<file path="config.mk">
export PLATFORM = sky130hd
export DESIGN_NAME = spib_buffer_ctrl
export DESIGN_NICKNAME = d
export VERILOG_FILES = /design/src/rtl/spib_pkg.sv /design/src/rtl/spib_byte_fifo.sv /design/src/rtl/spib_event_unit.sv /design/src/rtl/spib_buffer_ctrl.sv
export SDC_FILE = /design/constraint.sdc
export NUM_CORES = 2
export LEC_CHECK = 0
export BUFFER_PORTS_ARGS = -buffer_cell sky130_fd_sc_hd__buf_2
export CAP_MARGIN = 0
export CORE_ASPECT_RATIO = 0.7
export CORE_MARGIN = 2
export CORE_UTILIZATION = 49
export DETAILED_ROUTE_END_ITERATION = 12
export PLACE_DENSITY = 0.71
export SYNTH_ARGS = -nofsm -noshare
export SYNTH_HDL_FRONTEND = slang
export SYNTH_HIERARCHICAL = 1
export SYNTH_SLANG_ARGS = --single-unit
</file>
<file path="constraint.sdc">
create_clock -name clk -period 6.65 [get_ports clk]
set_input_delay 0.665 -clock clk [delete_from_list [all_inputs] [get_ports clk]]
set_output_delay 0.665 -clock clk [all_outputs]
set_load 0.05 [all_outputs]
</file>
<file path="src/rtl/spib_pkg.sv">
package spib_pkg;
  typedef enum logic [2:0] {
    REG_MODE  = 3'd0,
    REG_EVENT = 3'd1,
    REG_MASK  = 3'd2,
    REG_CMD   = 3'd3,
    REG_TXD   = 3'd4,
    REG_RXD   = 3'd5
  } reg_sel_e;

  localparam int unsigned THR_W      = 6;
  localparam int unsigned CNT_W      = 6;
  localparam int unsigned BIT_RNE    = 9;
  localparam int unsigned BIT_TNF    = 8;
  localparam int unsigned TXTHR_LSB  = 8;
  localparam int unsigned RXTHR_LSB  = 0;
  localparam int unsigned WORD_BYTES = 4;
endpackage

</file>
<file path="src/rtl/spib_byte_fifo.sv">
// Byte FIFO accepting up to PUSH_W bytes and releasing up to POP_W bytes
// per cycle. Multi-byte fields are ordered most significant byte first.
module spib_byte_fifo #(
  parameter int unsigned DEPTH  = 32,
  parameter int unsigned PUSH_W = 1,
  parameter int unsigned POP_W  = 1,
  localparam int unsigned AW    = $clog2(DEPTH),
  localparam int unsigned CW    = AW + 1,
  localparam int unsigned PSW   = $clog2(PUSH_W + 1),
  localparam int unsigned PPW   = $clog2(POP_W + 1)
) (
  input  logic                clk,
  input  logic                rst,
  input  logic [PSW-1:0]      push_req,
  input  logic [8*PUSH_W-1:0] push_data,
  input  logic [PPW-1:0]      pop_req,
  output logic [8*POP_W-1:0]  pop_data,
  output logic [CW-1:0]       count
);
  logic [7:0]    mem [DEPTH];
  logic [AW-1:0] wr_ptr, rd_ptr;
  logic [CW-1:0] free_sp, push_acc, pop_acc;

  assign free_sp  = CW'(DEPTH) - count;
  assign push_acc = (CW'(push_req) > free_sp) ? free_sp : CW'(push_req);
  assign pop_acc  = (CW'(pop_req) > count) ? count : CW'(pop_req);

  always_ff @(posedge clk) begin
    if (rst) begin
      wr_ptr <= '0;
      rd_ptr <= '0;
      count  <= '0;
    end else begin
      wr_ptr <= wr_ptr + push_acc[AW-1:0];
      rd_ptr <= rd_ptr + pop_acc[AW-1:0];
      count  <= count + push_acc - pop_acc;
    end
  end

  always_ff @(posedge clk) begin
    for (int i = 0; i < PUSH_W; i++) begin
      if (CW'(i) < push_acc)
        mem[wr_ptr + AW'(i)] <= push_data[8*(PUSH_W-1-i) +: 8];
    end
  end

  always_comb begin
    for (int i = 0; i < POP_W; i++) begin
      pop_data[8*(POP_W-1-i) +: 8] = (CW'(i) < count) ? mem[rd_ptr + AW'(i)] : 8'h00;
    end
  end
endmodule

</file>
<file path="src/rtl/spib_event_unit.sv">
// Sticky status flags derived from FIFO counts, write-one-to-clear, and
// the registered masked interrupt.
module spib_event_unit #(
  parameter int unsigned DEPTH = 32,
  parameter int unsigned CW    = 6,
  parameter int unsigned TW    = 6,
  localparam int unsigned XW   = ((CW > TW) ? CW : TW) + 1
) (
  input  logic          clk,
  input  logic          rst,
  input  logic [CW-1:0] rx_count,
  input  logic [CW-1:0] tx_count,
  input  logic [TW-1:0] rx_thr,
  input  logic [TW-1:0] tx_thr,
  input  logic          clr_rne,
  input  logic          clr_tnf,
  input  logic          msk_rne,
  input  logic          msk_tnf,
  output logic          ev_rne,
  output logic          ev_tnf,
  output logic          irq
);
  logic          cond_rne, cond_tnf;
  logic [XW-1:0] tx_room;

  assign tx_room  = XW'(DEPTH) - XW'(tx_count);
  assign cond_rne = XW'(rx_count) > XW'(rx_thr);
  assign cond_tnf = tx_room >= XW'(tx_thr);

  always_ff @(posedge clk) begin
    if (rst) begin
      ev_rne <= 1'b0;
      ev_tnf <= 1'b0;
      irq    <= 1'b0;
    end else begin
      ev_rne <= (ev_rne | cond_rne) & ~clr_rne;
      ev_tnf <= (ev_tnf | cond_tnf) & ~clr_tnf;
      irq    <= (ev_rne & msk_rne) | (ev_tnf & msk_tnf);
    end
  end
endmodule

</file>
<file path="src/rtl/spib_buffer_ctrl.sv">
module spib_buffer_ctrl #(
  parameter int unsigned DEPTH = 32
) (
  input  logic        clk,
  input  logic        rst,
  input  logic        reg_wr,
  input  logic        reg_rd,
  input  logic [2:0]  reg_sel,
  input  logic        reg_byte,
  input  logic [31:0] reg_wdata,
  output logic [31:0] reg_rdata,
  output logic        eng_tx_valid,
  output logic [7:0]  eng_tx_data,
  input  logic        eng_tx_take,
  input  logic        eng_rx_put,
  input  logic [7:0]  eng_rx_data,
  output logic        irq
);
  import spib_pkg::*;

  localparam int unsigned CW = $clog2(DEPTH) + 1;

  logic [THR_W-1:0] thr_tx, thr_rx;
  logic             mask_rne, mask_tnf;
  logic [31:0]      cmd_q;
  logic [CW-1:0]    tx_cnt, rx_cnt;
  logic             ev_rne, ev_tnf;
  logic [2:0]       tx_push_n, rx_pop_n;
  logic [31:0]      rx_word;
  logic             wr_mode, wr_ev, wr_mask, wr_cmd, wr_txd, rd_rxd;

  assign wr_mode = reg_wr && (reg_sel == REG_MODE);
  assign wr_ev   = reg_wr && (reg_sel == REG_EVENT);
  assign wr_mask = reg_wr && (reg_sel == REG_MASK);
  assign wr_cmd  = reg_wr && (reg_sel == REG_CMD);
  assign wr_txd  = reg_wr && (reg_sel == REG_TXD);
  assign rd_rxd  = reg_rd && (reg_sel == REG_RXD);

  assign tx_push_n = wr_txd ? 3'(WORD_BYTES) : 3'd0;
  assign rx_pop_n  = rd_rxd ? (reg_byte ? 3'd1 : 3'(WORD_BYTES)) : 3'd0;

  spib_byte_fifo #(.DEPTH(DEPTH), .PUSH_W(WORD_BYTES), .POP_W(1)) u_txq (
    .clk       (clk),
    .rst       (rst),
    .push_req  (tx_push_n),
    .push_data (reg_wdata),
    .pop_req   (eng_tx_take),
    .pop_data  (eng_tx_data),
    .count     (tx_cnt)
  );

  spib_byte_fifo #(.DEPTH(DEPTH), .PUSH_W(1), .POP_W(WORD_BYTES)) u_rxq (
    .clk       (clk),
    .rst       (rst),
    .push_req  (eng_rx_put),
    .push_data (eng_rx_data),
    .pop_req   (rx_pop_n),
    .pop_data  (rx_word),
    .count     (rx_cnt)
  );

  assign eng_tx_valid = (tx_cnt != '0);

  spib_event_unit #(.DEPTH(DEPTH), .CW(CW), .TW(THR_W)) u_evt (
    .clk      (clk),
    .rst      (rst),
    .rx_count (rx_cnt),
    .tx_count (tx_cnt),
    .rx_thr   (thr_rx),
    .tx_thr   (thr_tx),
    .clr_rne  (wr_ev && reg_wdata[BIT_RNE]),
    .clr_tnf  (wr_ev && reg_wdata[BIT_TNF]),
    .msk_rne  (mask_rne),
    .msk_tnf  (mask_tnf),
    .ev_rne   (ev_rne),
    .ev_tnf   (ev_tnf),
    .irq      (irq)
  );

  always_ff @(posedge clk) begin
    if (rst) begin
      thr_tx   <= '0;
      thr_rx   <= '0;
      mask_rne <= 1'b0;
      mask_tnf <= 1'b0;
      cmd_q    <= '0;
    end else begin
      if (wr_mode) begin
        thr_tx <= reg_wdata[TXTHR_LSB +: THR_W];
        thr_rx <= reg_wdata[RXTHR_LSB +: THR_W];
      end
      if (wr_mask) begin
        mask_rne <= reg_wdata[BIT_RNE];
        mask_tnf <= reg_wdata[BIT_TNF];
      end
      if (wr_cmd) cmd_q <= reg_wdata;
    end
  end

  always_ff @(posedge clk) begin
    if (rst) begin
      reg_rdata <= '0;
    end else if (reg_rd) begin
      case (reg_sel)
        REG_MODE:  reg_rdata <= {18'b0, thr_tx, 2'b0, thr_rx};
        REG_EVENT: reg_rdata <= {2'b0, CNT_W'(rx_cnt), 2'b0, CNT_W'(tx_cnt),
                                 6'b0, ev_rne, ev_tnf, 8'b0};
        REG_MASK:  reg_rdata <= {22'b0, mask_rne, mask_tnf, 8'b0};
        REG_CMD:   reg_rdata <= cmd_q;
        REG_RXD:   reg_rdata <= reg_byte ? {24'b0, rx_word[31:24]} : rx_word;
        default:   reg_rdata <= '0;
      endcase
    end
  end
endmodule

</file>
* Yosys cells after proc, flatten, opt, wreduce, memory -nomap -nowiden *
Memory sizes are Yosys's and may differ from the RTL's. A register that Yosys moved wholly into a read port is not among the register bits.
Index checks and enable logic that the tools add are counted.

word-level totals
  flip-flop bits (word level) = 113
  bits in writable memories = 512
  bits of input ports = 50
  output and inout bits = 42
  memories kept = 2

memories
  memory     depth  bits a word  read ports  clocked after Yosys merged registers in  write ports  RTL line              RTL
  u_rxq.mem  32     8            4           1                                        1            spib_byte_fifo.sv:20  logic [7:0] mem [DEPTH];
  u_txq.mem  32     8            1           1                                        4            spib_byte_fifo.sv:20

operators by class
  $add $sub $neg = 17
  $lt $le $gt $ge = 16
  eq/ne operators = 5
  muxes and demuxes = 26
  bitwise gates (word level) = 9
  reductions and logical operators = 10

operators by type and width
  kind                 number
  $pmux 32 s5          1
  $mux 8               5
  $lt 1x6->1 const A   6
  $mux 32              1
  $lt 2x6->1 const A   4
  $mux 6               4
  $add 5x2->5 const B  4
  $add 5x5->5          4
  $add 6x6->6          2
  $gt 1x6->1           2
  $gt 3x6->1           2
  $sub 6x6->6          2
  $sub 6x6->6 const A  2
  $add 5x1->5 const B  2
  $mux 1               10
  $mux 5               2
  $mux 3               3
  $logic_and 1x1->1    8
  $ge 7x6->1           1
  $sub 6x6->7 const A  1
  $eq 3x2->1 const B   2
  $eq 3x3->1 const B   2
  $gt 6x6->1           1
  $reduce_bool 6->1    1
  other kinds (5)      11

* Depth between registers and ports, before layout *
  depth after elaboration = 8
  mapped depth = 22

* Cells and area by module *
The synthesis kept the hierarchy.

by module, submodules not included
  module                   instances  cells each  area an instance (sq um)
  spib_byte_fifo at u_txq  1          1872        20229.4
  spib_byte_fifo at u_rxq  1          1150        17718.2
  spib_buffer_ctrl         1          427         3372.0
  spib_event_unit          1          59          475.5

* Least setup slack after synthesis *
Ideal clock, no wire load.

  path kind = input port to flip-flop
  start point = input reg_sel[2]
  end point = register u_rxq.count[5]
  arrival = 4.534 ns
  data required time = 6.516 ns
  setup slack = 1.982 ns
  stages = 16
  path buffers = 2
  cell sequence = and3b_1 > buf_2 > and2b_2 > buf_6 > and2_1 > ha_1 > a21oi_1 > a311oi_1 > mux2i_1 > fa_1 > ha_1 > a21o_1 > a21oi_1 > o21bai_1 > and4b_1 > or4_1

between the ends
  word-level cells in the longest chain between the ends = 6

RTL lines
  what                  RTL line                RTL
  from (decl)           spib_buffer_ctrl.sv:8   input logic [2:0] reg_sel,
  $eq 3x3->1 *          spib_buffer_ctrl.sv:37  assign rd_rxd = reg_rd && (reg_sel == REG_RXD);
  $logic_and 1x1->1 *   spib_buffer_ctrl.sv:37
  $mux 3 *              spib_buffer_ctrl.sv:40  assign rx_pop_n = rd_rxd ? (reg_byte ? 3'd1 : 3'(WORD_BYTES)) : 3'd0;
  net rx_pop_n[2]       spib_buffer_ctrl.sv:28  logic [2:0] tx_push_n, rx_pop_n;
  $gt 3x6->1            spib_byte_fifo.sv:26    assign pop_acc = (CW'(pop_req) > count) ? count : CW'(pop_req);
  $mux 6 *              spib_byte_fifo.sv:26
  $sub 6x6->6 *         spib_byte_fifo.sv:36    count <= count + push_acc - pop_acc;
  to (signal assigned)  spib_byte_fifo.sv:36
  to (decl)             spib_byte_fifo.sv:18    output logic [CW-1:0] count

Mark *: on every way through the listed nets, which the timed path passes. The rest lies on a longest branch.
A chain may end at the register's enable or synchronous reset.

==> flow_metrics.tcl <==
set metrics [dict create \
    min_path_type "input port to register" \
    critical_path.cell_chain "inv_1 > ha_1 > xor2_1 > ha_1 > nand3_1 > o311ai_2 > nor4_2 > buf_4 > o2111ai_1 > o21a_1 > o211ai_1" \
    synth-simple-area-share_pct 8.19 \
    numCtsBuffers 61 \
    synth_top_family_by_area "multiplexers" \
    netlist_area_sq_mm 0.0418 \
    rsz0062_at_grt "false" \
    area_growth_pct 7.88 \
    critPathLaunchType "register" \
    clkTransAtPathRegs_ns 0.07 \
    synth_area_leader_cell "edfxtp_1" \
    die-area_sq_mm 0.0877 \
    ys_types 81 \
    drc 0 \
    first_pass_iters 10 \
    critPathSlowestCell "nor4_2" \
    end_kind "register" \
    skew_ns 0.0739 \
    final_max_slew_viol_count 0 \
    dieHeight_um 248 \
    grt_pass1_vias 31200 \
    cts_setup_buffers 0 \
    reg2reg_depth 11 \
    cap_violations 0 \
    fin_tns_setup_ns 0 \
    drive_gt1_share_pct 20.4 \
    setup.worst_path.class "register to register" \
    yosysWarnings 6 \
    grt_usage_pct 33.6 \
    crit_arrival_ns 5.33 \
    clockBufferDepth 3 \
    synth-async-reset-ratio_pct 0 \
    setup_viol 0 \
    rows 89 \
    fin_nets 3524 \
    outcome "completed" \
    wl_per_cell_um 32.8 \
    synthCells 3508 \
    fill_cells 7129 \
    yosys_most_used_dff "edfxtp_1" \
    clkLatencyLatePin_ns 0.72 \
    synth_enable_flop_cells 512 \
    initial_utilization_pct 49.5 \
    synthTopCellsByArea "edfxtp_1, mux4_2, mux2i_1" \
    synthMuxAreaShare_pct 26.6 \
    cts_max_level 2 \
    timing.fmax_mhz 197 \
    cts.sinks 625 \
    synth-seq-cells 625 \
    vdd_ir_drop_max_v 0.000292 \
    p_total_mw 17.0 \
    synth_xor_area_share_pct 1.03 \
    antenna_found_initial 17 \
    vias_per_cell 7.48 \
    io_pins 92 \
    yosysTopAreaCellShare_pct 36.8 \
    yosysSeqAreaShare_pct 42.2 \
    syn_area_per_cell_sq_um 11.9 \
    hpwl_um 99600 \
    drt_iter0_markers 6505 \
    timing.final.hold_violations 0 \
    worst_pin_slew_ns 1.33 \
    fin_crit_sh_pct 76.2 \
    critPathMostFrequentCell "ha_1" \
    port_buffers 91 \
    grt_max_degree 123 \
    power_density_mw_per_mm2 376 \
    synthAdderAreaFrac_pct 2.33 \
    critPathMaxStageDelay_ns 0.77 \
    whs_path_depth 2 \
    p_leak_nw 14.0 \
    cts_resized 0 \
    synth_compound_area_share_pct 15.2 \
    grt-ovfl-total 0 \
    min_period_ns 5.07 \
    synth_most_common_cell "edfxtp_1" \
    gp_congestion 1.02 \
    final_antenna_net_count 0 \
    cts_tree "yes" \
    final_core_util_pct 53.4 \
    max-slew-margin-rel_pct 10.9 \
    grt_pass1_wl_um 217000 \
    wl_um 151000 \
    die_w_um 353 \
    synthTopCellsByCount "edfxtp_1, mux2i_1, mux4_2" \
    postCtsHoldBufs 0 \
    via_count 34400 \
    cts_root_buffer "clkbuf_16" \
    cp.required_ns 6.92 \
    crit_fanout 26 \
    core_sq_mm 0.0844 \
]
worst max-delay path, delay by kind of cell, from the launching register on:
kind	cells	cell delay, ns
buf+inv	2	0.69
fa+ha+maj	2	0.60
simple gates	2	0.88
flops	1	0.59
compound gates	4	1.49
xor+xnor	1	0.39
path summary, 6_finish.rpt:
| kind | slack (ns) | startpoint | endpoint |
|---|---|---|---|
| setup / recovery | 1.58 | u_txq/count[0] | u_txq/mem[25][7] |
| hold / removal | 0.32 | rst | u_rxq/wr_ptr[1] |
| setup reg to reg | 1.58 | u_txq/count[0] | u_txq/mem[25][7] |
| hold reg to reg | 0.44 | reg_rdata[7] | reg_rdata[7] |
state kept, by name (all words and copies together) (netlist names):
name          cells
thr_tx            6
cmd_q            32
u_rxq/count       6
u_txq/count       6
u_rxq/rd_ptr      5
u_evt/irq         1
u_txq/mem       256
mask_tnf          1
mask_rne          1
u_evt/ev_tnf      1
u_txq/rd_ptr      5
u_evt/ev_rne      1
u_rxq/mem       256
u_txq/wr_ptr      5
reg_rdata        32
thr_rx            6
u_rxq/wr_ptr      5
cell families after synthesis:
logic type | after synthesis
compound gates | 863
other cells | 5
flops | 625
simple gates | 761
buf+inv | 445
fa+ha+maj | 73
xor+xnor | 49
mux | 687
cell usage in the layout, fill, tap and decap left out, types with 64 or more instances in the layout:
cell type,count
o32ai_1,128
inv_1,78
a21oi_1,249
nand2_1,312
nor2_1,226
a211oi_1,72
buf_4,76
edfxtp_1,512
mux2i_1,347
buf_2,90
mux4_2,337
a221oi_1,86
dfxtp_1,109
ha_1,64
power by group:
part	switching, mW	internal (mW)	total [mW]
logic	5.12	2.96	8.07
clock network	1.63	2.03	3.66
registers	0.500	4.72	5.22
total	7.25	9.71	17.0
area by class of cell:
type	instances	area, sq um	share of cell area, %
Sequential cell	625	17600	39.1
Inverter	87	327	0.724
Timing Repair Buffer	168	1060	2.35
Clock inverter	38	438	0.971
Antenna cell	4	10.0	0.0222
Multi-Input combinational cell	2458	22500	50.0
Tap cell	1137	1420	3.16
Clock buffer	78	1640	3.64
metal layers:
| metal | GRT usage [%] | vias to the layer above | share of wire (%) |
|---|---|---|---|
| met4 | 12.6 | 20 | 4.3 |
| met2 | 44.8 | 3175 | 39 |
| met5 | 0 | - | 0.092 |
| met3 | 15.5 | 526 | 19 |
| li1 | - | 13800 | - |
| met1 | 47.5 | 16900 | 38 |
through the flow:
step / hold WS (ns) / setup slack, ns / instance area, sq um / std cells
2_1_floorplan: 0.433 / 1.98 / 41900 / 3528
3_3_place_gp: 0.432 / 1.40 / 43000 / 4475
3_5_place_dp: 0.438 / 1.35 / 43000 / 4475
4_1_cts: 0.310 / 1.71 / 45100 / 4591
5_1_grt: 0.324 / 1.25 / 45100 / 4592
6_report: 0.320 / 1.58 / 45100 / 4595
No activity file was read; power rests on OpenSTA's default activity.
